### src/rtl/rngt_pkg.sv
package rngt_pkg;

    typedef enum logic [1:0] {
        SRC_OSC  = 2'd0,
        SRC_RSVD = 2'd1,
        SRC_LFSR = 2'd2,
        SRC_NONE = 2'd3
    } src_e;

    localparam int LFSR_W   = 32;
    localparam int TAP_W    = 4;
    localparam int WORD_W   = 32;
    localparam int CNT_W    = 32;
    localparam int BOUND_W  = 16;

    function automatic logic [LFSR_W-1:0] galois_next(
        input logic [LFSR_W-1:0] s,
        input logic [LFSR_W-1:0] poly
    );
        return (s >> 1) ^ (s[0] ? poly : '0);
    endfunction

endpackage

### src/rtl/rngt_lfsr.sv
module rngt_lfsr
    import rngt_pkg::*;
(
    input  logic              clk,
    input  logic              rst_n,
    input  logic              test_i,
    input  logic              step_i,
    input  logic [LFSR_W-1:0] poly_i,
    input  logic [LFSR_W-1:0] seed_i,
    output logic [LFSR_W-1:0] state_o
);

    typedef struct packed {
        logic [LFSR_W-1:0] st;
    } lfsr_t;

    lfsr_t r_d, r_q;

    always_comb begin
        r_d = r_q;
        if (!test_i) begin
            r_d.st = seed_i;
        end else if (step_i) begin
            r_d.st = galois_next(r_q.st, poly_i);
        end
    end

    always_ff @(posedge clk or negedge rst_n) begin
        if (!rst_n) r_q <= '0;
        else        r_q <= r_d;
    end

    assign state_o = r_q.st;

    AST_SEED_FOLLOW: assert property (@(posedge clk) disable iff (!rst_n)
        !test_i |=> (state_o == $past(seed_i)));

    AST_HOLD_NO_STEP: assert property (@(posedge clk) disable iff (!rst_n)
        (test_i && !step_i) |=> $stable(state_o));

endmodule

### src/rtl/rngt_sampler.sv
module rngt_sampler
    import rngt_pkg::*;
(
    input  logic [1:0]        src_i,
    input  logic [TAP_W-1:0]  tap_i,
    input  logic [LFSR_W-1:0] state_i,
    input  logic              osc_i,
    output logic              bit_o
);

    src_e src;

    always_comb begin
        src = src_e'(src_i);
        unique case (src)
            SRC_OSC:  bit_o = osc_i;
            SRC_LFSR: bit_o = state_i[tap_i];
            default:  bit_o = 1'b0;
        endcase
    end

endmodule

### src/rtl/rngt_trigger.sv
module rngt_trigger
    import rngt_pkg::*;
(
    input  logic               clk,
    input  logic               rst_n,
    input  logic               en_i,
    input  logic [CNT_W-1:0]   lo_i,
    input  logic [BOUND_W-1:0] hi_i,
    input  logic [BOUND_W-1:0] mask_i,
    output logic               fire_o,
    output logic               irq_o
);

    localparam logic [CNT_W-1:0] CNT_MAX = '1;

    typedef struct packed {
        logic [CNT_W-1:0] cnt;
        logic             irq;
    } trig_t;

    trig_t r_d, r_q;
    logic  lo_ok, hi_hit;

    always_comb begin
        lo_ok  = (r_q.cnt >= lo_i) && ((r_q.cnt[BOUND_W-1:0] & mask_i) == '0);
        hi_hit = (r_q.cnt >= CNT_W'(hi_i));
        fire_o = en_i && (lo_ok || hi_hit);

        r_d     = r_q;
        r_d.irq = fire_o;
        if (!en_i || fire_o)        r_d.cnt = '0;
        else if (r_q.cnt != CNT_MAX) r_d.cnt = r_q.cnt + 1'b1;
    end

    always_ff @(posedge clk or negedge rst_n) begin
        if (!rst_n) r_q <= '0;
        else        r_q <= r_d;
    end

    assign irq_o = r_q.irq;

    AST_HI_RESTARTS: assert property (@(posedge clk) disable iff (!rst_n)
        (en_i && (r_q.cnt >= CNT_W'(hi_i))) |=> (r_q.cnt == '0));

    AST_QUIET_OFF: assert property (@(posedge clk) disable iff (!rst_n)
        !en_i |=> !irq_o);

endmodule

### src/rtl/rngt_collect.sv
module rngt_collect
    import rngt_pkg::*;
(
    input  logic              clk,
    input  logic              rst_n,
    input  logic              en_i,
    input  logic              fire_i,
    input  logic              bit_i,
    input  logic              ack_i,
    output logic [WORD_W-1:0] word_o,
    output logic              ready_o
);

    localparam int NB_W = $clog2(WORD_W + 1);
    localparam logic [NB_W-1:0] LAST = NB_W'(WORD_W - 1);

    typedef struct packed {
        logic [WORD_W-1:0] word;
        logic [NB_W-1:0]   nbits;
        logic              ready;
    } col_t;

    col_t r_d, r_q;

    always_comb begin
        r_d = r_q;
        if (!en_i) begin
            r_d = '0;
        end else if (r_q.ready) begin
            if (ack_i) begin
                r_d.ready = 1'b0;
                r_d.nbits = '0;
            end
        end else if (fire_i) begin
            r_d.word  = {r_q.word[WORD_W-2:0], bit_i};
            r_d.nbits = r_q.nbits + 1'b1;
            r_d.ready = (r_q.nbits == LAST);
        end
    end

    always_ff @(posedge clk or negedge rst_n) begin
        if (!rst_n) r_q <= '0;
        else        r_q <= r_d;
    end

    assign word_o  = r_q.word;
    assign ready_o = r_q.ready;

    AST_WORD_FROZEN: assert property (@(posedge clk) disable iff (!rst_n)
        (ready_o && en_i) |=> $stable(word_o));

    AST_ACK_DROPS: assert property (@(posedge clk) disable iff (!rst_n)
        (ready_o && ack_i) |=> !ready_o);

endmodule

### src/rtl/rng_test_source.sv
module rng_test_source
    import rngt_pkg::*;
(
    input  logic        clk,
    input  logic        rst_n,
    input  logic [31:0] ctrl_i,
    input  logic        step_wr_i,
    input  logic [31:0] step_word_i,
    input  logic [31:0] poly_a_i,
    input  logic [31:0] seed_a_i,
    input  logic [31:0] poly_b_i,
    input  logic [31:0] seed_b_i,
    input  logic [15:0] smp_cfg_i,
    input  logic        osc_i,
    input  logic [31:0] trig_lo_i,
    input  logic [31:0] trig_bound_i,
    input  logic        rd_ack_i,
    output logic [31:0] rnd_word_o,
    output logic        rnd_ready_o,
    output logic        trig_irq_o,
    output logic        en_o,
    output logic        test_o
);

    localparam int NUM_SRC    = 2;
    localparam int CTL_TEST   = 11;
    localparam int CTL_EN     = 12;
    localparam int STEP_BASE  = 12;
    localparam int STEP_PITCH = 4;
    localparam int SRC_BASE   = 4;
    localparam int TAP_BASE   = 8;

    typedef struct packed {
        logic en;
        logic test;
    } mode_t;

    mode_t m_d, m_q;

    logic test_mode, enable;
    logic [LFSR_W-1:0] poly  [NUM_SRC];
    logic [LFSR_W-1:0] seed  [NUM_SRC];
    logic [LFSR_W-1:0] state [NUM_SRC];
    logic [NUM_SRC-1:0] smp_bit;
    logic fire;

    assign test_mode = ctrl_i[CTL_TEST];
    assign enable    = ctrl_i[CTL_EN];
    assign poly[0] = poly_a_i;
    assign poly[1] = poly_b_i;
    assign seed[0] = seed_a_i;
    assign seed[1] = seed_b_i;

    logic unused_bits;
    assign unused_bits = ^{ctrl_i[31:13], ctrl_i[10:0], step_word_i[31:17],
                           step_word_i[15:13], step_word_i[11:0], smp_cfg_i[3:0]};

    for (genvar i = 0; i < NUM_SRC; i++) begin : g_src
        rngt_lfsr u_lfsr (
            .clk     (clk),
            .rst_n   (rst_n),
            .test_i  (test_mode),
            .step_i  (step_wr_i && step_word_i[STEP_BASE + STEP_PITCH*i]),
            .poly_i  (poly[i]),
            .seed_i  (seed[i]),
            .state_o (state[i])
        );
        rngt_sampler u_smp (
            .src_i   (smp_cfg_i[SRC_BASE + 2*i +: 2]),
            .tap_i   (smp_cfg_i[TAP_BASE + TAP_W*i +: TAP_W]),
            .state_i (state[i]),
            .osc_i   (osc_i),
            .bit_o   (smp_bit[i])
        );
    end

    rngt_trigger u_trig (
        .clk    (clk),
        .rst_n  (rst_n),
        .en_i   (enable),
        .lo_i   (trig_lo_i),
        .hi_i   (trig_bound_i[BOUND_W-1:0]),
        .mask_i (trig_bound_i[2*BOUND_W-1:BOUND_W]),
        .fire_o (fire),
        .irq_o  (trig_irq_o)
    );

    rngt_collect u_col (
        .clk     (clk),
        .rst_n   (rst_n),
        .en_i    (enable),
        .fire_i  (fire),
        .bit_i   (^smp_bit),
        .ack_i   (rd_ack_i),
        .word_o  (rnd_word_o),
        .ready_o (rnd_ready_o)
    );

    always_comb begin
        m_d.en   = enable;
        m_d.test = test_mode;
    end

    always_ff @(posedge clk or negedge rst_n) begin
        if (!rst_n) m_q <= '0;
        else        m_q <= m_d;
    end

    assign en_o   = m_q.en;
    assign test_o = m_q.test;

    AST_MODE_ECHO: assert property (@(posedge clk) disable iff (!rst_n)
        1'b1 |=> (en_o == $past(ctrl_i[CTL_EN]) && test_o == $past(ctrl_i[CTL_TEST])));

endmodule

### config.mk
export PLATFORM = sky130hd
export DESIGN_NAME = rng_test_source
export DESIGN_NICKNAME = d
export VERILOG_FILES = /design/src/rtl/rngt_pkg.sv /design/src/rtl/rngt_lfsr.sv /design/src/rtl/rngt_sampler.sv /design/src/rtl/rngt_trigger.sv /design/src/rtl/rngt_collect.sv /design/src/rtl/rng_test_source.sv
export SDC_FILE = /design/constraint.sdc
export NUM_CORES = 1
export LEC_CHECK = 0
export ABC_AREA = 1
export CORE_MARGIN = 4
export CORE_UTILIZATION = 45
export DETAILED_ROUTE_END_ITERATION = 10
export GPL_TIMING_DRIVEN = 0
export PLACE_DENSITY_LB_ADDON = 0.12
export SYNTH_ARGS = -nofsm -noshare
export SYNTH_HDL_FRONTEND = slang
export SYNTH_SLANG_ARGS = --single-unit
### constraint.sdc
create_clock -name clk -period 2.17 [get_ports clk]
set_input_delay 0.434 -clock clk [delete_from_list [all_inputs] [get_ports clk]]
set_output_delay 0.434 -clock clk [all_outputs]
set_load 0.005 [all_outputs]
==> reports/results.ini, run 1 <==
[sta]
relSlewSlack=0.573
period_needed_ns=2.17
maxSlewViolCount=0
finalCritPeriodShare=0.999
hold_ws_ns=0.511
hold_viol_final=0
skew_ns=0.0162
setup_tns_ns=0
rsz0062_at_grt=yes
setup_viol=0
worst_pin_slew_ns=0.640
fmax_mhz=461

[routing]
vias=8194
wl_per_cell_um=15.1
firstDrtPassIters=5
viasPerCell=5.02
routed_wl_um=24600
drtIter0Drc=532
drc_errors=0
ant_nets=0

[synth]
async_reset_ff_frac=1.00
synth_area_sq_mm=0.00850
synth_edf_count=0
synth_area_per_cell_sq_um=7.89
ys_seq_area_frac=0.406
synthCells=1077
yosys_warnings=0
synth_cell_types=41
ys_seq_elements=138
synthFlopType=dfrtp_1

[power]
finalPower_mw=7.07
vdd_ir_drop_max_mv=0.550
p_leak_nw=5.88
p_per_area_mw_per_mm2=559

[clocking]
cts_tree=yes
cts_root_buffer=clkbuf_16
cts_buffers=17
htree_levels=4
clkLatencyLatePin_ns=0.43
clock_path_buffers=2
clkTransAtPathRegs_ns=0.07
clkSinkCount=138

[placement]
place_area_sq_mm=0.0114
hpwl_um=18100
io_buffers=248
gp_congestion=0.870

[floorplanning]
io_pins=313
start_util=0.456
core_sq_mm=0.0186
die_w_um=145
die_y_um=145
fp-row-count=50
die_area_sq_mm=0.0212

[finish]
final_nets=1711
layout-drive-gt1-share=0.152
final_area_sq_mm=0.0126
areaGrowthSynthToFinish_pct=48.7
antenna_cells=0

[critical_path]
cp.depth=18
reg2reg_slack_ns=0.001
worst-path-buf-inv=3
crit_end=u_col.word_o[27]
cp-end-kind=register
cp_top_family=simple AND/OR/NAND/NOR gates
path_class=reg -> reg
worstPathRequired_ns=2.53
slowest_stage=dfrtp_1
worstPathArrival_ns=2.53
timing.rr.start=u_trig.r_q[7]
path_cells=ha_1, nand2_2, inv_2, nand2_1, nand2_1, nor2_1, nand2_2, nand2_2, nand2_2, nand2_2, nand2_2, nand2_4, nand3_4, nand2_4, buf_8, buf_6, nand2_1, nand2_1
cp_common_cell=nand2_2
max_stage_delay_ns=0.40
regToRegEndpoint=u_col.word_o[27]
r2r.worst_path.cells=18
setup.worst_path.start=u_trig.r_q[7]
crit_fanout=7
worstSetupStartpointType=register

[global_route]
grt_max_degree=79
grt_overflow=0
grtUsageTotal=0.226
grt_pass1_vias=8189
antenna_found_initial=0
grt_pass1_wl_um=39500

[status]
outcome=complete, no violations

[worst_hold_path]
hold_depth=2
hold_path_class=reg -> reg

[run]
drv_cap=0

cell type report:
type / instances / area [sq um]
buffer: 68 / 423
multi-input combinational: 784 / 4770
fill: 1583 / 6000
inverter: 101 / 379
clock buffer: 17 / 425
sequential: 138 / 3470
tap: 234 / 293
clock inverter: 15 / 171
timing repair buffer: 274 / 2710
worst min-delay path by stage:
stage                           startpoint               end  slack, ns
final                      u_col.word_o[7]   u_col.word_o[7]       0.51
after detailed placement             rst_n  u_col.word_o[15]       0.46
after global placement    u_col.word_o[10]  u_col.word_o[10]       0.48
after floorplan                      rst_n              en_o       0.14
after CTS                 u_col.word_o[17]  u_col.word_o[17]       0.51
after global routing         u_trig.r_q[1]     u_trig.r_q[1]       0.53
per-layer routing:
layer	up-vias	routed length, um	GRT usage
li1	4120	-	-
met1	3808	10300	0.274
met2	242	12000	0.389
met3	24	1870	0.0729
met4	0	310	0.0613
met5	-	0	0
stage by stage:
| stage | utilization | worst slack (ns) | cells |
|---|---|---|---|
| global route | 0.678 | -0.0977 | 1631 |
| finish | 0.678 | 0.00114 | 1631 |
| CTS | 0.662 | 0.00198 | 1628 |
| detailed placement | 0.609 | -0.626 | 1574 |
| floorplan | - | 0.183 | 1091 |
| global placement | 0.608 | -5.05 | 1573 |
report_power, final:
| group | total [mW] | switching, mW | internal, mW |
|---|---|---|---|
| logic | 1.24 | 0.583 | 0.660 |
| clock network | 2.95 | 1.31 | 1.64 |
| registers | 2.88 | 0.142 | 2.74 |
| total | 7.07 | 2.03 | 5.04 |
synth_stat cells (3+ instances only):
cell	count	area share
ha_1	50	0.074
nand4_1	15	0.011
nor3b_1	4	0.0035
xor2_1	64	0.066
nor2_1	51	0.023
buf_1	3	0.0013
nor3_1	10	0.0059
inv_2	6	0.0026
o21ai_0	23	0.014
nor2_2	3	0.0022
inv_1	94	0.042
nand2_1	338	0.15
a21oi_1	48	0.028
buf_2	5	0.0029
o21ai_1	5	0.0029
buf_6	3	0.0040
o21a_1	3	0.0026
o211ai_1	45	0.040
nand3_1	73	0.043
clkbuf_1	25	0.011
buf_4	32	0.028
or2_0	3	0.0022
dfrtp_1	138	0.41
o221ai_1	17	0.018
nand2_2	3	0.0022
worst reg2reg max path, delay by kind of cell (launching register included):
| family | cells | cell delay, ns |
|---|---|---|
| buffers and inverters | 3 | 0.30 |
| and+or+nand+nor | 14 | 1.13 |
| DFF | 1 | 0.40 |
| adders and majority gates | 1 | 0.29 |
cells by family (layout without fill, tap and decap cells):
| kind of cell | count (synthesis) | after routing | synth area share |
|---|---|---|---|
| compound gates | 145 | 145 | 0.108 |
| simple gates | 509 | 509 | 0.253 |
| xor+xnor | 65 | 65 | 0.0670 |
| buf+inv | 169 | 475 | 0.0921 |
| flops | 138 | 138 | 0.406 |
| fa+ha+maj | 50 | 50 | 0.0736 |
| other cells | 1 | 15 | 0.000441 |
placed cells by master (no fill, tap or decap), types with 28 or more instances in the layout:
cell | netlist | routed
xor2_1 | 64 | 64
nor2_1 | 51 | 46
nand2_1 | 338 | 305
a21oi_1 | 48 | 41
ha_1 | 50 | 28
dfrtp_1 | 138 | 125
o211ai_1 | 45 | 45
clkdlybuf4s50_1 | 0 | 233
inv_1 | 94 | 83
nand2_2 | 3 | 33
nand3_1 | 73 | 70
buf_4 | 32 | 54
sequential cells by signal, indices dropped and copies added, names as in the netlist:
name	flops
g_src.u_lfsr.state_o	64
u_col.word_o	32
u_trig.r_q	32
u_col.r_q	6
en_o	1
test_o	1
u_col.ready_o	1
u_trig.irq_o	1
what timing repair did:
| item | CTS | global route |
|---|---|---|
| gates resized for setup | 61 | 72 |
| buffers inserted | 18 | 3 |
| gates cloned | 3 | 0 |
| endpoints found under the hold margin | 1 | 0 |
| pin swaps | 27 | 30 |
| endpoints found under the setup margin | 45 | 56 |
| hold buffers | 1 | 0 |
(Power assumes the default switching activity.)
==> run 2: changes to the inputs <==
CORE_UTILIZATION = 46   (was 45)
SKIP_CTS_REPAIR_TIMING = 1   (was unset)
==> run 2 against run 1 <==
The flow now finishes with violations (negative setup slack). Count of clock-buffer cells in the layout unchanged. Power increased by 0.23%. Hold slack got worse by 0.51 ns. Routed wire length up 1.8%. Largest cell class unchanged. Highest routed layer unchanged.
==> reports/results.ini, run 2 (synthesis gave the netlist of run 1 again) <==
[power]
clkPwrFrac=0.418  ; was 0.417
vdd_ir_drop_max_mv=0.533  ; was 0.550 mV
combPwrFrac=0.176  ; about the same
seqPwrFrac=0.406  ; was 0.407
swShare=0.288  ; was 0.287
p_sw_mw=2.04  ; was 2.03 mW
p_per_area_mw_per_mm2=562  ; was 559 mW/mm^2
p_leak_nw=5.91  ; was 5.88 nW
intPower_mw=5.04  ; about the same

[routing]
maxUsedRoutingLayer=met4  ; unchanged
drc_errors=0  ; unchanged
vias=8216  ; was 8194
wl_met2_um=12400  ; was 12000 um
wl_met3_um=1920  ; was 1870 um
wl_per_cell_um=15.4  ; was 15.1 um
m1WireLength_um=10300  ; about the same
firstDrtPassIters=5  ; unchanged
drtIter0Drc=487  ; was 532
viasPerCell=5.06  ; was 5.02
routed_wl_um=25000  ; was 24600 um
ant_nets=0  ; unchanged

[critical_path]
worstPathRequired_ns=2.49  ; was 2.53 ns
cp_common_cell=nand2_2  ; unchanged
worstPathArrival_ns=2.58  ; was 2.53 ns
path_class=in -> reg  ; was reg -> reg
slowest_stage=clkdlybuf4s50_1  ; was dfrtp_1
timing.rr.start=u_trig.r_q[6]  ; was u_trig.r_q[7]
path_cells=clkdlybuf4s50_1, inv_1, ha_1, nand2_1, nor3_4, and3_4, nand2_2, nand2_2, nand2_4, nand3_4, nand2_4, buf_8, clkbuf_16, nand2_2, nand2_1  ; was ha_1, nand2_2, inv_2, nand2_1, nand2_1, nor2_1, nand2_2, nand2_2, nand2_2, nand2_2, nand2_2, nand2_4, nand3_4, nand2_4, buf_8, buf_6, nand2_1, nand2_1
max_stage_delay_ns=0.46  ; was 0.40 ns
worstSetupStartpointType=input port  ; was register
setup.worst_path.start=trig_lo_i[31]  ; was u_trig.r_q[7]
cp-end-kind=register  ; unchanged
crit_fanout=7  ; unchanged
reg2reg_slack_ns=-0.07  ; was 0.001 ns

[finish]
layout_common_cells=nand2_1, clkdlybuf4s50_1, dfrtp_1  ; unchanged
final_nets=1708  ; was 1711
postLayoutCoreUtil=0.697  ; was 0.678
multiInputGateArea_sq_mm=0.00471  ; was 0.00477 sq mm
seq_area_sq_mm=0.00347  ; about the same
largest_register_ffs=64  ; unchanged
final_cells=1623  ; was 1631
fillers=1455  ; was 1583
final_common_cell=nand2_1  ; unchanged
areaGrowthSynthToFinish_pct=48.3  ; was 48.7%
layout-drive-gt1-share=0.136  ; was 0.152
antenna_cells=0  ; unchanged

[clocking]
htree_levels=4  ; unchanged
cts_root_buffer=clkbuf_16  ; unchanged
cts_buffers=17  ; unchanged
clock_path_buffers=2  ; unchanged
cts_tree=yes  ; unchanged
clkSinkCount=138  ; unchanged
clkTransAtPathRegs_ns=0.07  ; about the same
clkLatencyLatePin_ns=0.42  ; was 0.43 ns

[sta]
skew_ns=0.0120  ; was 0.0162 ns
setup_viol=42  ; was 0
worst_pin_slew_ns=0.655  ; was 0.640 ns
period_needed_ns=2.27  ; was 2.17 ns
hold_viol_final=0  ; unchanged
relSlewSlack=0.563  ; was 0.573
rsz0062_at_grt=yes  ; unchanged
setup_slack_ns=-0.0953  ; was 0.00114 ns
fmax_mhz=441  ; was 461 MHz
maxSlewViolCount=0  ; unchanged
finalCritPeriodShare=1.04  ; was 0.999

[global_route]
grt_max_degree=71  ; was 79
grtUsageTotal=0.232  ; was 0.226
grt_pass1_vias=7970  ; was 8189
grt_overflow=0  ; unchanged
antenna_found_initial=0  ; unchanged
grt_pass1_wl_um=38300  ; was 39500 um

[run]
drv_cap=0  ; unchanged

[floorplanning]
die_w_um=144  ; was 145 um
io_pins=313  ; unchanged
core_sq_mm=0.0181  ; was 0.0186 sq mm
start_util=0.470  ; was 0.456
fp-row-count=49  ; was 50
die_y_um=144  ; was 145 um
die_area_sq_mm=0.0207  ; was 0.0212 sq mm

[status]
failed_checks=negative setup slack
outcome=complete, but fails checks  ; was complete, no violations

[placement]
gp_congestion=0.849  ; was 0.870
hpwl_um=18400  ; was 18100 um
io_buffers=248  ; unchanged
dp.cells=1569  ; was 1574

[worst_hold_path]
hold_path_class=in -> async  ; was reg -> reg

-- run 2: area by class of cell --
| class | instances | area share |
|---|---|---|
| Multi-Input combinational cell | 784 | 0.373 |
| Sequential cell | 138 | 0.275 |
| Timing Repair Buffer | 271 | 0.216 |
| Buffer | 68 | 0.0347 |
| Clock buffer | 17 | 0.0337 |
| Inverter | 101 | 0.0301 |
| Tap cell | 229 | 0.0227 |
| Clock inverter | 15 | 0.0141 |
-- run 2: power groups by stage --
stage | registers, mW | clock network, mW | logic [mW]
after detailed placement | 2.92 | 0 | 1.21
final | 2.88 | 2.96 | 1.25
after floorplan | 2.88 | 0 | 0.589
after global routing | 2.90 | 3.13 | 1.40
after global placement | 2.92 | 0 | 1.18
after CTS | 2.88 | 3.00 | 1.21
-- run 2: worst max-delay path: cells and delay by family --
family	cells	cell delay (ns)
adder cells (fa/ha/maj)	1	0.31
buffers and inverters	4	0.80
AND/OR/NAND/NOR	10	1.01
-- run 2: path summary, 6_finish.rpt --
| check | cells after the start | end |
|---|---|---|
| min in group clk | 2 | u_col.word_o[14] |
| min reg2reg | 2 | u_col.word_o[14] |
| min | 1 | g_src[1].u_lfsr.state_o[18] |
| max in group asynchronous | 2 | g_src[0].u_lfsr.state_o[4] |
| max reg2reg | 18 | u_col.word_o[18] |
| max | 15 | u_col.word_o[18] |
-- run 2: stage by stage --
stage / hold slack, ns / area [sq um] / setup WS [ns] / total power [mW] / setup TNS (ns)
final: 0.0000439 / 12600 / -0.0953 / 7.09 / -2.25
after global routing: 0.0516 / 12600 / -0.215 / 7.42 / -8.58
after CTS: 0.0308 / 12000 / -0.187 / 7.09 / -4.96
after detailed placement: 0.487 / 11400 / -0.634 / 4.13 / -39.62
after global placement: 0.459 / 11300 / -5.02 / 4.10 / -727.64
after floorplan: 0.138 / 8550 / 0.183 / 3.47 / 0
-- run 2: per-layer routing --
metal / vias to the layer above / global-route usage
met5: - / 0
met4: 0 / 0.0575
met3: 28 / 0.0732
met2: 257 / 0.390
met1: 3831 / 0.290
li1: 4100 / -
